### src/rtl/ce_log_pkg.sv
package ce_log_pkg;

    typedef enum logic [1:0] {
        MODE_EVERY = 2'd0,
        MODE_NEW   = 2'd1,
        MODE_OVF   = 2'd2
    } irq_mode_e;

    typedef struct packed {
        logic fresh;   // address stored in a free slot
        logic spill;   // new address met a full table with overflow detection on
    } log_evt_t;

    function automatic irq_mode_e pick_mode(input logic log_on, input logic ovf_only);
        if (!log_on)
            return MODE_EVERY;
        else if (ovf_only)
            return MODE_OVF;
        else
            return MODE_NEW;
    endfunction

endpackage

### src/rtl/ce_log_table.sv
module ce_log_table
    import ce_log_pkg::*;
#(
    parameter int ADDR_W = 16,
    parameter int DEPTH  = 4
) (
    input  logic                     clk,
    input  logic                     rst,
    input  logic                     clr_i,
    input  logic                     wr_req_i,
    input  logic                     spill_en_i,
    input  logic [ADDR_W-1:0]        addr_i,
    output logic [DEPTH*ADDR_W-1:0]  entry_addr_o,
    output logic [DEPTH-1:0]         entry_valid_o,
    output logic                     ovf_o,
    output log_evt_t                 evt_o
);

    localparam int SLOT_W = (DEPTH > 1) ? $clog2(DEPTH) : 1;

    logic [ADDR_W-1:0] slot_q [DEPTH];
    logic [DEPTH-1:0]  valid_q;
    logic [DEPTH-1:0]  live;
    logic [DEPTH-1:0]  match;
    logic              ovf_q;
    logic              hit;
    logic              full;
    logic [SLOT_W-1:0] free_idx;
    log_evt_t          evt;

    // clear takes effect before the lookup of the same cycle
    assign live = clr_i ? '0 : valid_q;

    for (genvar g = 0; g < DEPTH; g++) begin : g_cmp
        assign match[g] = live[g] && (slot_q[g] == addr_i);
    end

    assign hit  = |match;
    assign full = &live;

    always_comb begin
        logic found;
        found    = 1'b0;
        free_idx = '0;
        for (int i = 0; i < DEPTH; i++) begin
            if (!live[i] && !found) begin
                free_idx = SLOT_W'(i);
                found    = 1'b1;
            end
        end
    end

    always_comb begin
        evt.fresh = wr_req_i && !hit && !full;
        evt.spill = wr_req_i && !hit && full && spill_en_i;
    end

    for (genvar g = 0; g < DEPTH; g++) begin : g_slot
        always_ff @(posedge clk) begin
            if (rst) begin
                slot_q[g] <= '0;
            end else if (evt.fresh && (free_idx == SLOT_W'(g))) begin
                slot_q[g] <= addr_i;
            end
        end
        assign entry_addr_o[g*ADDR_W +: ADDR_W] = slot_q[g];
    end

    always_ff @(posedge clk) begin
        if (rst) begin
            valid_q <= '0;
            ovf_q   <= 1'b0;
        end else begin
            valid_q <= live | (evt.fresh ? (DEPTH'(1) << free_idx) : '0);
            ovf_q   <= (ovf_q && !clr_i) || evt.spill;
        end
    end

    assign entry_valid_o = valid_q;
    assign ovf_o         = ovf_q;
    assign evt_o         = evt;

endmodule

### src/rtl/ce_log_irq.sv
module ce_log_irq
    import ce_log_pkg::*;
(
    input  logic      clk,
    input  logic      rst,
    input  logic      err_i,
    input  irq_mode_e mode_i,
    input  log_evt_t  evt_i,
    input  logic      irq_en_i,
    input  logic      pend_clr_i,
    output logic      pend_o,
    output logic      irq_o
);

    logic pend_q;
    logic fire;

    always_comb begin
        unique case (mode_i)
            MODE_EVERY: fire = err_i;
            MODE_NEW:   fire = evt_i.fresh;
            MODE_OVF:   fire = evt_i.spill;
            default:    fire = 1'b0;
        endcase
    end

    always_ff @(posedge clk) begin
        if (rst)
            pend_q <= 1'b0;
        else if (fire && irq_en_i)
            pend_q <= 1'b1;
        else if (pend_clr_i)
            pend_q <= 1'b0;
    end

    assign pend_o = pend_q;
    assign irq_o  = pend_q && irq_en_i;

endmodule

### src/rtl/ce_addr_log.sv
module ce_addr_log
    import ce_log_pkg::*;
#(
    parameter int ADDR_W = 16,
    parameter int DEPTH  = 4,
    parameter int ALIGN  = 2
) (
    input  logic                     clk,
    input  logic                     rst,
    input  logic                     err_valid_i,
    input  logic [ADDR_W-1:0]        err_addr_i,
    input  logic                     log_mode_i,
    input  logic                     ovf_only_i,
    input  logic                     irq_en_i,
    input  logic                     pend_clr_i,
    input  logic                     tbl_clr_i,
    output logic                     irq_o,
    output logic                     pend_o,
    output logic [ADDR_W-1:0]        last_addr_o,
    output logic [DEPTH*ADDR_W-1:0]  entry_addr_o,
    output logic [DEPTH-1:0]         entry_valid_o,
    output logic                     ovf_o
);

    localparam logic [ADDR_W-1:0] WORD_MASK = ~((ADDR_W'(1) << ALIGN) - ADDR_W'(1));

    logic [ADDR_W-1:0] word_addr;
    logic [ADDR_W-1:0] last_q;
    irq_mode_e         mode;
    log_evt_t          evt;

    assign word_addr = err_addr_i & WORD_MASK;
    assign mode      = pick_mode(log_mode_i, ovf_only_i);

    always_ff @(posedge clk) begin
        if (rst)
            last_q <= '0;
        else if (err_valid_i)
            last_q <= err_addr_i;
    end

    assign last_addr_o = last_q;

    ce_log_table #(.ADDR_W(ADDR_W), .DEPTH(DEPTH)) i_table (
        .clk          (clk),
        .rst          (rst),
        .clr_i        (tbl_clr_i),
        .wr_req_i     (err_valid_i && log_mode_i),
        .spill_en_i   (ovf_only_i),
        .addr_i       (word_addr),
        .entry_addr_o (entry_addr_o),
        .entry_valid_o(entry_valid_o),
        .ovf_o        (ovf_o),
        .evt_o        (evt)
    );

    ce_log_irq i_irq (
        .clk       (clk),
        .rst       (rst),
        .err_i     (err_valid_i),
        .mode_i    (mode),
        .evt_i     (evt),
        .irq_en_i  (irq_en_i),
        .pend_clr_i(pend_clr_i),
        .pend_o    (pend_o),
        .irq_o     (irq_o)
    );

endmodule

### config.mk
export PLATFORM = sky130hd
export DESIGN_NAME = ce_addr_log
export DESIGN_NICKNAME = d
export VERILOG_FILES = /design/src/rtl/ce_log_pkg.sv /design/src/rtl/ce_log_table.sv /design/src/rtl/ce_log_irq.sv /design/src/rtl/ce_addr_log.sv
export SDC_FILE = /design/constraint.sdc
export NUM_CORES = 1
export LEC_CHECK = 0
export BUFFER_PORTS_ARGS = -buffer_cell sky130_fd_sc_hd__buf_2
export CAP_MARGIN = 20
export CORE_UTILIZATION = 52
export CTS_CLUSTER_SIZE = 14
export DETAILED_ROUTE_END_ITERATION = 10
export PLACE_DENSITY = 0.82
export SYNTH_ARGS = -nofsm -noshare
export SYNTH_HDL_FRONTEND = slang
export SYNTH_SLANG_ARGS = --single-unit
### constraint.sdc
create_clock -name clk -period 2.7 [get_ports clk]
set_input_delay 0.54 -clock clk [delete_from_list [all_inputs] [get_ports clk]]
set_output_delay 0.54 -clock clk [all_outputs]
set_load 0.1 [all_outputs]
==> reports/results.txt, run 1 <==
R2R setup slack: 0.39 ns
CP top delay family: simple AND/OR/NAND/NOR gates
post-CTS sizing: 0
number of port buffers: 102
Comb power frac: 25.1%
Initial Util: 55.3%
Die W: 87.9 um
min-delay worst type: input port to flop
crit-path cells: xor2_1 > nor4_1 > and4_1 > nor3b_4 > nand3_4 > nand2b_1 > buf_4
Core Region: 0.00694 sq mm
Hold EP: last_addr_o[0]
worst-path fanout max: 10
largest family of logic cells by synthesized area: simple AND/OR/NAND/NOR gates
area of the mapped netlist: 0.00384 sq mm
Via-to-Cell Ratio: 5.34
Setup-failing EPs final: 0
Syn. warnings: 0
switching power of the nets: 1.07 mW
number of max-cap violations: 0
Setup WS post-layout: 0.390 ns
slowest cell on the critical path: and4_1
leak pwr: 1.94 nW
DP Worst Slack: 0.0476 ns
n_diodes: 0
worst-margin pin slew: 0.724 ns
DRT iter0 DRCs: 191
startpoint types: flop
post-synthesis xor/xnor area fraction: 13.0%
Yosys reg bits: 78
CTS Buffer Depth: 2
Final Max Slew Viols: 0
Skew-Pair Late Insertion Delay: 0.36 ns
initial antenna violation count: 0
Cells on Worst Hold Path: 3
Area after DPL: 0.00440 sq mm
die area: 0.00773 sq mm
post-synthesis mux area share: 4.17%
die height: 87.9 um
outcome: finished, final reports clean
met2 wire len: 4410 um
critical path class: flop to flop
Reg2Reg Launch Point: i_table.slot_q[2][7]
total gr overflow: 0
Hold Buf Count CTS: 0
Clock Root Buffer: clkbuf_8
Fin Setup TNS: 0 ns
row count: 30
Fin. Hold Viols: 0
max_slew headroom: 51.7%
DRC viols: 0
Power per Cell Area: 644 mW/mm^2
placed insts: 520
Max IR drop VDD: 0.350 mV
Compound-Gate Fraction of Synth Area: 2.31%
Non-Filler Instances: 536
final period utilization: 85.6%
worst hold slack: 0.432 ns
Pre-antenna DRT Iters: 4
Critical path buffers and inverters: 1
final core occ: 66.0%
RSZ-0062 raised after global routing: no
critical path capture point type: flop
Critical Path RT: 2.81 ns
sequential power share: 46.4%
adder-cell share of the synthesized area: 0%
simple-gate share of the synthesized area: 18.9%
CTS sink cnt: 78
Reg clk slew, reported paths: 0.09 ns
CP arrival: 2.42 ns
WL final: 9480 um
vias post-DR: 2861
Syn-to-layout area delta: 19.3%
Tot Pwr: 2.95 mW
RR Endpoint: i_table.slot_q[3][8]
r2r worst-path depth: 7
Syn Inst Count: 329
syn avg cell area: 11.7 sq um
post-route ant nets: 0
I/O Pins: 111
share of layout cells above drive strength 1: 35.7%
vias in the first global route: 2606
TritonCTS clock tree: yes
Fill cells: 546
Max stage delay on crit path: 0.50 ns
WL/cell: 17.7 um
largest net degree at the start of global routing: 41
worst clock skew: 0.0122 ns
Hold Crit Start: err_addr_i[0]
wl on met1: 3970 um
TritonCTS Buffers: 9
first-pass GRT wire length: 13900 um
DP Wirelength: 7080 um
GPL Wtd Cong: 0.909
post-synthesis sequential area ratio: 55.3%
Cell variety after synth: 37
nets@finish: 459
FMAX: 433 MHz
clock share of power: 28.5%
DR WL met3: 747 um
fin crit period: 2.31 ns
Internal: 1.88 mW
sw frac: 36.2%
post-CTS setup buffer count: 0
post-route design area: 0.00458 sq mm
max layer used: met4
GRT Util Overall: 25.6%
H-Tree Level Count: 3
==> per-layer routing <==
metal	vias to the layer above	track usage (%)
met5	-	0
met4	0	15.5
met3	25	4.90
met2	170	39.0
met1	1364	34.0
li1	1302	-
==> worst reg2reg max path: cells and delay by family, from the launching register on <==
kind | cells | cell delay (ns)
simple gates | 5 | 1.34
buf+inv | 1 | 0.18
xor+xnor | 1 | 0.15
flops | 1 | 0.40
==> worst max-delay path by stage <==
stage / startpoint / end / slack [ns] / cells after the start
5_1_grt: i_table.slot_q[2][7] / i_table.slot_q[3][8] / 0.27 / 7
3_3_place_gp: err_addr_i[9] / i_table.slot_q[3][7] / 0.14 / 8
2_1_floorplan: i_table.entry_valid_o[0] / i_table.slot_q[2][0] / 0.07 / 6
6_report: i_table.slot_q[2][7] / i_table.slot_q[3][8] / 0.39 / 7
4_1_cts: i_table.slot_q[2][7] / i_table.slot_q[3][6] / 0.38 / 7
3_5_place_dp: err_addr_i[9] / i_table.slot_q[3][6] / 0.05 / 8
==> synth_stat cells, drive strengths merged <==
| master | count | area, sq um |
|---|---|---|
| nand3 | 5 | 52.6 |
| inv | 1 | 3.75 |
| a31oi | 1 | 21.3 |
| a21oi | 4 | 31.3 |
| nand4b | 1 | 8.76 |
| conb | 1 | 3.75 |
| o31ai | 3 | 22.5 |
| nand3b | 1 | 7.51 |
| and4 | 1 | 8.76 |
| nor2b | 2 | 12.5 |
| o22ai | 1 | 6.26 |
| nand4 | 6 | 37.5 |
| nor2 | 75 | 309 |
| or3 | 1 | 6.26 |
| dfxtp | 22 | 440 |
| xor2 | 29 | 254 |
| and3 | 1 | 6.26 |
| nor3b | 2 | 31.3 |
| nand2 | 7 | 26.3 |
| xnor2 | 28 | 245 |
| buf | 28 | 219 |
| edfxtp | 56 | 1680 |
| nand2b | 20 | 125 |
| o21bai | 1 | 7.51 |
| clkbuf | 5 | 18.8 |
| and2 | 1 | 6.26 |
| mux2i | 16 | 160 |
| nor4 | 9 | 81.3 |
| nor3 | 1 | 5.00 |
==> registers in the layout (all words and copies together), names as in the netlist <==
| name | flops |
|---|---|
| i_irq.pend_o | 1 |
| i_table.entry_valid_o | 4 |
| i_table.ovf_o | 1 |
| i_table.slot_q | 56 |
| last_addr_o | 16 |
==> placed cells by master (no fill, tap or decap), types with 2 or more instances in the layout <==
cell type  count
dfxtp_1       22
nor2_1        64
buf_4         19
edfxtp_1      56
nand3_2        3
a21oi_1        3
clkinv_1       2
nor4_2         4
xnor2_1       28
xor2_1        29
nand4_1        6
buf_2        102
nor2b_1        2
mux2i_1       16
nand2b_1      20
clkinv_2       3
clkbuf_8       9
conb_1         8
nand2_1        7
nor2_2        11
nor4_1         5
o31ai_1        3
==> area by class of cell <==
| type | instances | area [sq um] | area share (%) |
|---|---|---|---|
| flip-flops and latches | 78 | 2120 | 46.3 |
| inverters | 1 | 3.75 | 0.0819 |
| multi-input cells | 224 | 1500 | 32.8 |
| repair buffers | 121 | 653 | 14.3 |
| clock buffers | 10 | 128 | 2.79 |
| clock inverters | 6 | 52.6 | 1.15 |
| well taps | 96 | 120 | 2.62 |
==> power groups by stage <==
stage	registers (mW)	logic (mW)	clock network (mW)
6_report	1.37	0.741	0.840
5_1_grt	1.38	0.767	0.897
4_1_cts	1.37	0.743	0.845
3_5_place_dp	1.40	0.741	0
3_3_place_gp	1.40	0.734	0
2_1_floorplan	1.78	0.237	0
==> kinds of logic (layout without fill, tap and decap cells) <==
logic type	after synthesis	count (layout)
and+or+nand+nor	133	133
muxes	16	16
buffers and inverters	34	138
xor gates and xnor gates	57	57
other	1	8
AOI/OAI and AO/OA	10	10
DFF	78	78
Note: power is estimated with default switching activity, not from simulation.
==> run 2: changes to the inputs <==
--- a/config.mk
+++ b/config.mk
@@ -7,10 +7,11 @@
 export LEC_CHECK = 0
 export BUFFER_PORTS_ARGS = -buffer_cell sky130_fd_sc_hd__buf_2
 export CAP_MARGIN = 20
-export CORE_UTILIZATION = 52
+export CORE_UTILIZATION = 54
 export CTS_CLUSTER_SIZE = 14
 export DETAILED_ROUTE_END_ITERATION = 10
-export PLACE_DENSITY = 0.82
+export PLACE_DENSITY = 0.83
 export SYNTH_ARGS = -nofsm -noshare
 export SYNTH_HDL_FRONTEND = slang
+export SYNTH_HIERARCHICAL = 1
 export SYNTH_SLANG_ARGS = --single-unit
==> run 2 against run 1 <==
Against the previous run: sequential cell count increased by 8; register-to-register slack improved by 0.02 ns; sequential power increased by 11%; cell area increased by 12%; synthesized area increased by 14%; maximum frequency increased by 0.94%; routed wire length increased by 8.6%; count of clock-buffer cells in the layout increased by 1; die area increased by 9.4%; clock skew decreased by 0.0035 ns; cell count increased by 5.8%; critical endpoint is now i_irq/pend_o.
==> reports/results.txt, run 2 <==
outcome: finished, final reports clean
Reg clk slew, reported paths: 0.08 ns (about the same)
RR Endpoint: i_irq/pend_o
Die W: 92.0 um (+4.6%)
area of the mapped netlist: 0.00437 sq mm (+14%)
final period utilization: 84.8% (-0.79 points)
Power per Cell Area: 625 mW/mm^2 (-3.0%)
share of layout cells above drive strength 1: 34.6% (-1.1 points)
DRC viols: 0 (unchanged)
post-route design area: 0.00512 sq mm (+12%)
RSZ-0062 raised after global routing: no
worst-margin pin slew: 0.518 ns (-0.206 ns)
Fin Setup TNS: 0 ns (unchanged)
min-delay worst type: input port to flop
top post-synthesis cells by count: nor2_1, edfxtp_1, xnor2_1, nand2_1, dfxtp_1
Yosys reg bits: 86 (+10%)
Core Region: 0.00777 sq mm (+12%)
CP arrival: 2.51 ns (+0.09 ns)
Reg2Reg Launch Point: i_table/slot_q[0][15]
Area contributors post-synth: edfxtp_1, xnor2_1, dfxtp_1, nor2_1, nor4b_2
Critical path buffers and inverters: 0 (-1)
DRT iter0 DRCs: 189 (-1.0%)
Skew-Pair Late Insertion Delay: 0.35 ns (about the same)
total gr overflow: 0 (unchanged)
Non-Filler Instances: 567 (+5.8%)
Syn. warnings: 6 (+6)
post-synthesis sequential area ratio: 54.0% (-1.2 points)
worst clock skew: 0.00872 ns (-0.00352 ns)
Initial Util: 56.3% (+0.98 points)
Area after DPL: 0.00492 sq mm (+12%)
R2R setup slack: 0.41 ns (+0.02 ns)
WL final: 10300 um (+8.6%)
largest net degree at the start of global routing: 34 (-17%)
n_diodes: 0 (unchanged)
FMAX: 437 MHz (+0.94%)
placed insts: 551 (+6.0%)
Syn Inst Count: 360 (+9.4%)
Setup-failing EPs final: 0 (unchanged)
worst-path fanout max: 7 (-3)
critical path class: flop to flop
Final Max Slew Viols: 0 (unchanged)
die height: 92.0 um (+4.6%)
number of max-cap violations: 0 (unchanged)
Hold Buf Count CTS: 0 (unchanged)
r2r worst-path depth: 9 (+2)
GPL Wtd Cong: 0.870 (-4.3%)
Worst Setup EP: i_irq/pend_o
area leader, netlist: edfxtp_1
commonest non-fill, non-tap cell in the layout: buf_2
max_slew headroom: 65.7% (+14 points)
critical path capture point type: flop
critical path depth in cells: 9 (+2)
vias in the first global route: 3071 (+18%)
max reg flops: 64 (+14%)
Biggest register: i_table/slot_q
Critical Path RT: 2.92 ns (+0.11 ns)
die area: 0.00846 sq mm (+9.4%)
final core occ: 65.9% (about the same)
CTS sink cnt: 86 (+10%)
Worst Setup SP: i_table/slot_q[0][15]
startpoint types: flop
Pre-antenna DRT Iters: 5 (+1)
worst hold slack: 0.429 ns (-0.00304 ns)
vias post-DR: 3156 (+10%)
nets@finish: 484 (+5.4%)
CTS Buffer Depth: 2 (unchanged)
Max stage delay on crit path: 0.43 ns (-0.07 ns)
post-route ant nets: 0 (unchanged)
most frequent cells in the layout: buf_2, nor2_1, edfxtp_1, xnor2_1, nand2_1
post-CTS sizing: 0 (unchanged)
DP Worst Slack: 0.111 ns (+0.0638 ns)
TritonCTS Buffers: 9 (unchanged)
dominant synthesized flop cell: edfxtp_1
Max IR drop VDD: 0.444 mV (+27%)
Clock Root Buffer: clkbuf_8
first-pass GRT wire length: 16000 um (+15%)
Cell variety after synth: 43 (+16%)
GRT Util Overall: 25.4% (-0.18 points)
post-CTS setup buffer count: 0 (unchanged)
H-Tree Level Count: 3 (unchanged)
number of port buffers: 110 (+7.8%)
number of synthesized flops with an enable pin: 64 (+14%)
Syn-to-layout area delta: 17.2%
Fin. Hold Viols: 0 (unchanged)
most common cell in the synthesized netlist: nor2_1
fin crit period: 2.29 ns (-0.0214 ns)
I/O Pins: 111 (unchanged)
syn avg cell area: 12.1 sq um (+4.0%)
Setup WS post-layout: 0.411 ns (+0.0214 ns)
slowest cell on the critical path: nor4_2
initial antenna violation count: 0 (unchanged)
TritonCTS clock tree: yes
crit-path cells: xnor2_1 > nand4_1 > nor4_2 > a32oi_4 > nand3_4 > a21oi_1 > mux2_1 > nand3b_1 > a31oi_1
Via-to-Cell Ratio: 5.57 (+4.3%)
DP Wirelength: 7490 um (+5.8%)
Tot Pwr: 3.20 mW (+8.5%)
Synth top area share: 44.0% (+0.17 points)
row count: 32 (+6.7%)
Async SR Flop Fraction: 0% (unchanged)
leak pwr: 1.97 nW (+1.6%)
WL/cell: 18.2 um (+2.7%)
CP top delay family: simple AND/OR/NAND/NOR gates
[run 2: changes by cell type in the layout (fill, tap and decap cells not counted), moves of 8 or more]
cell / previous run / this run
xnor2_1: 28 / 55
xor2_1: 29 / 9
nand2b_1: 20 / 3
nand2_1: 7 / 23
buf_4: 19 / 5
nor4b_2: 0 / 13
nor2_2: 11 / 0
buf_2: 102 / 110
edfxtp_1: 56 / 64
[run 2: per-layer routing]
layer  share of wire, %  GRT usage [%]  up-vias  wire [um]
li1                   -              -     1444          -
met1                 41           33.2     1527       4260
met2                 48           41.1      163       4950
met3                8.3           5.14       22        859
met4                2.3           11.1        0        233
met5                  0              0        -          0
[run 2: cell type report]
| cell class | count | area [sq um] |
|---|---|---|
| clock buffer | 11 | 151 |
| clock inverter | 5 | 47.5 |
| fill | 609 | 2650 |
| inverter | 1 | 3.75 |
| multi-input combinational | 243 | 1760 |
| sequential | 86 | 2360 |
| tap | 102 | 128 |
| timing repair buffer | 119 | 668 |
[run 2: kinds of logic after synthesis]
kind of cell	count (synthesis)	share of synthesized area (%)
buf+inv	32	6.38
mux	17	3.92
xor+xnor	64	12.8
compound gates	13	2.63
other cells	1	0.0858
simple gates	147	20.1
flops	86	54.0
[run 2: how the worst min path moves through the flow]
| stage | slack [ns] | end | startpoint | depth (start not counted) |
|---|---|---|---|---|
| final | 0.43 | last_addr_o[1] | err_addr_i[1] | 3 |
| after global routing | 0.45 | last_addr_o[1] | err_addr_i[1] | 3 |
| after CTS | 0.42 | last_addr_o[1] | err_addr_i[1] | 3 |
| after detailed placement | 0.46 | i_table/ovf_o | i_table/ovf_o | 2 |
| after global placement | 0.44 | i_table/ovf_o | i_table/ovf_o | 2 |
| after floorplan | 0.61 | i_irq/pend_o | rst | 1 |
[run 2: where the power goes]
group	switching [mW]	internal [mW]	leakage, nW	total, mW
Sequential	0.0426	1.48	0.846	1.52
Combinational	0.617	0.160	1.02	0.778
Clock	0.435	0.469	0.104	0.904
[run 2: worst min-delay path: cells and delay by family]
| family | cells | cell delay, ns |
|---|---|---|
| buffers and inverters | 1 | 0.07 |
| muxes | 1 | 0.05 |
| and+or+nand+nor | 1 | 0.07 |
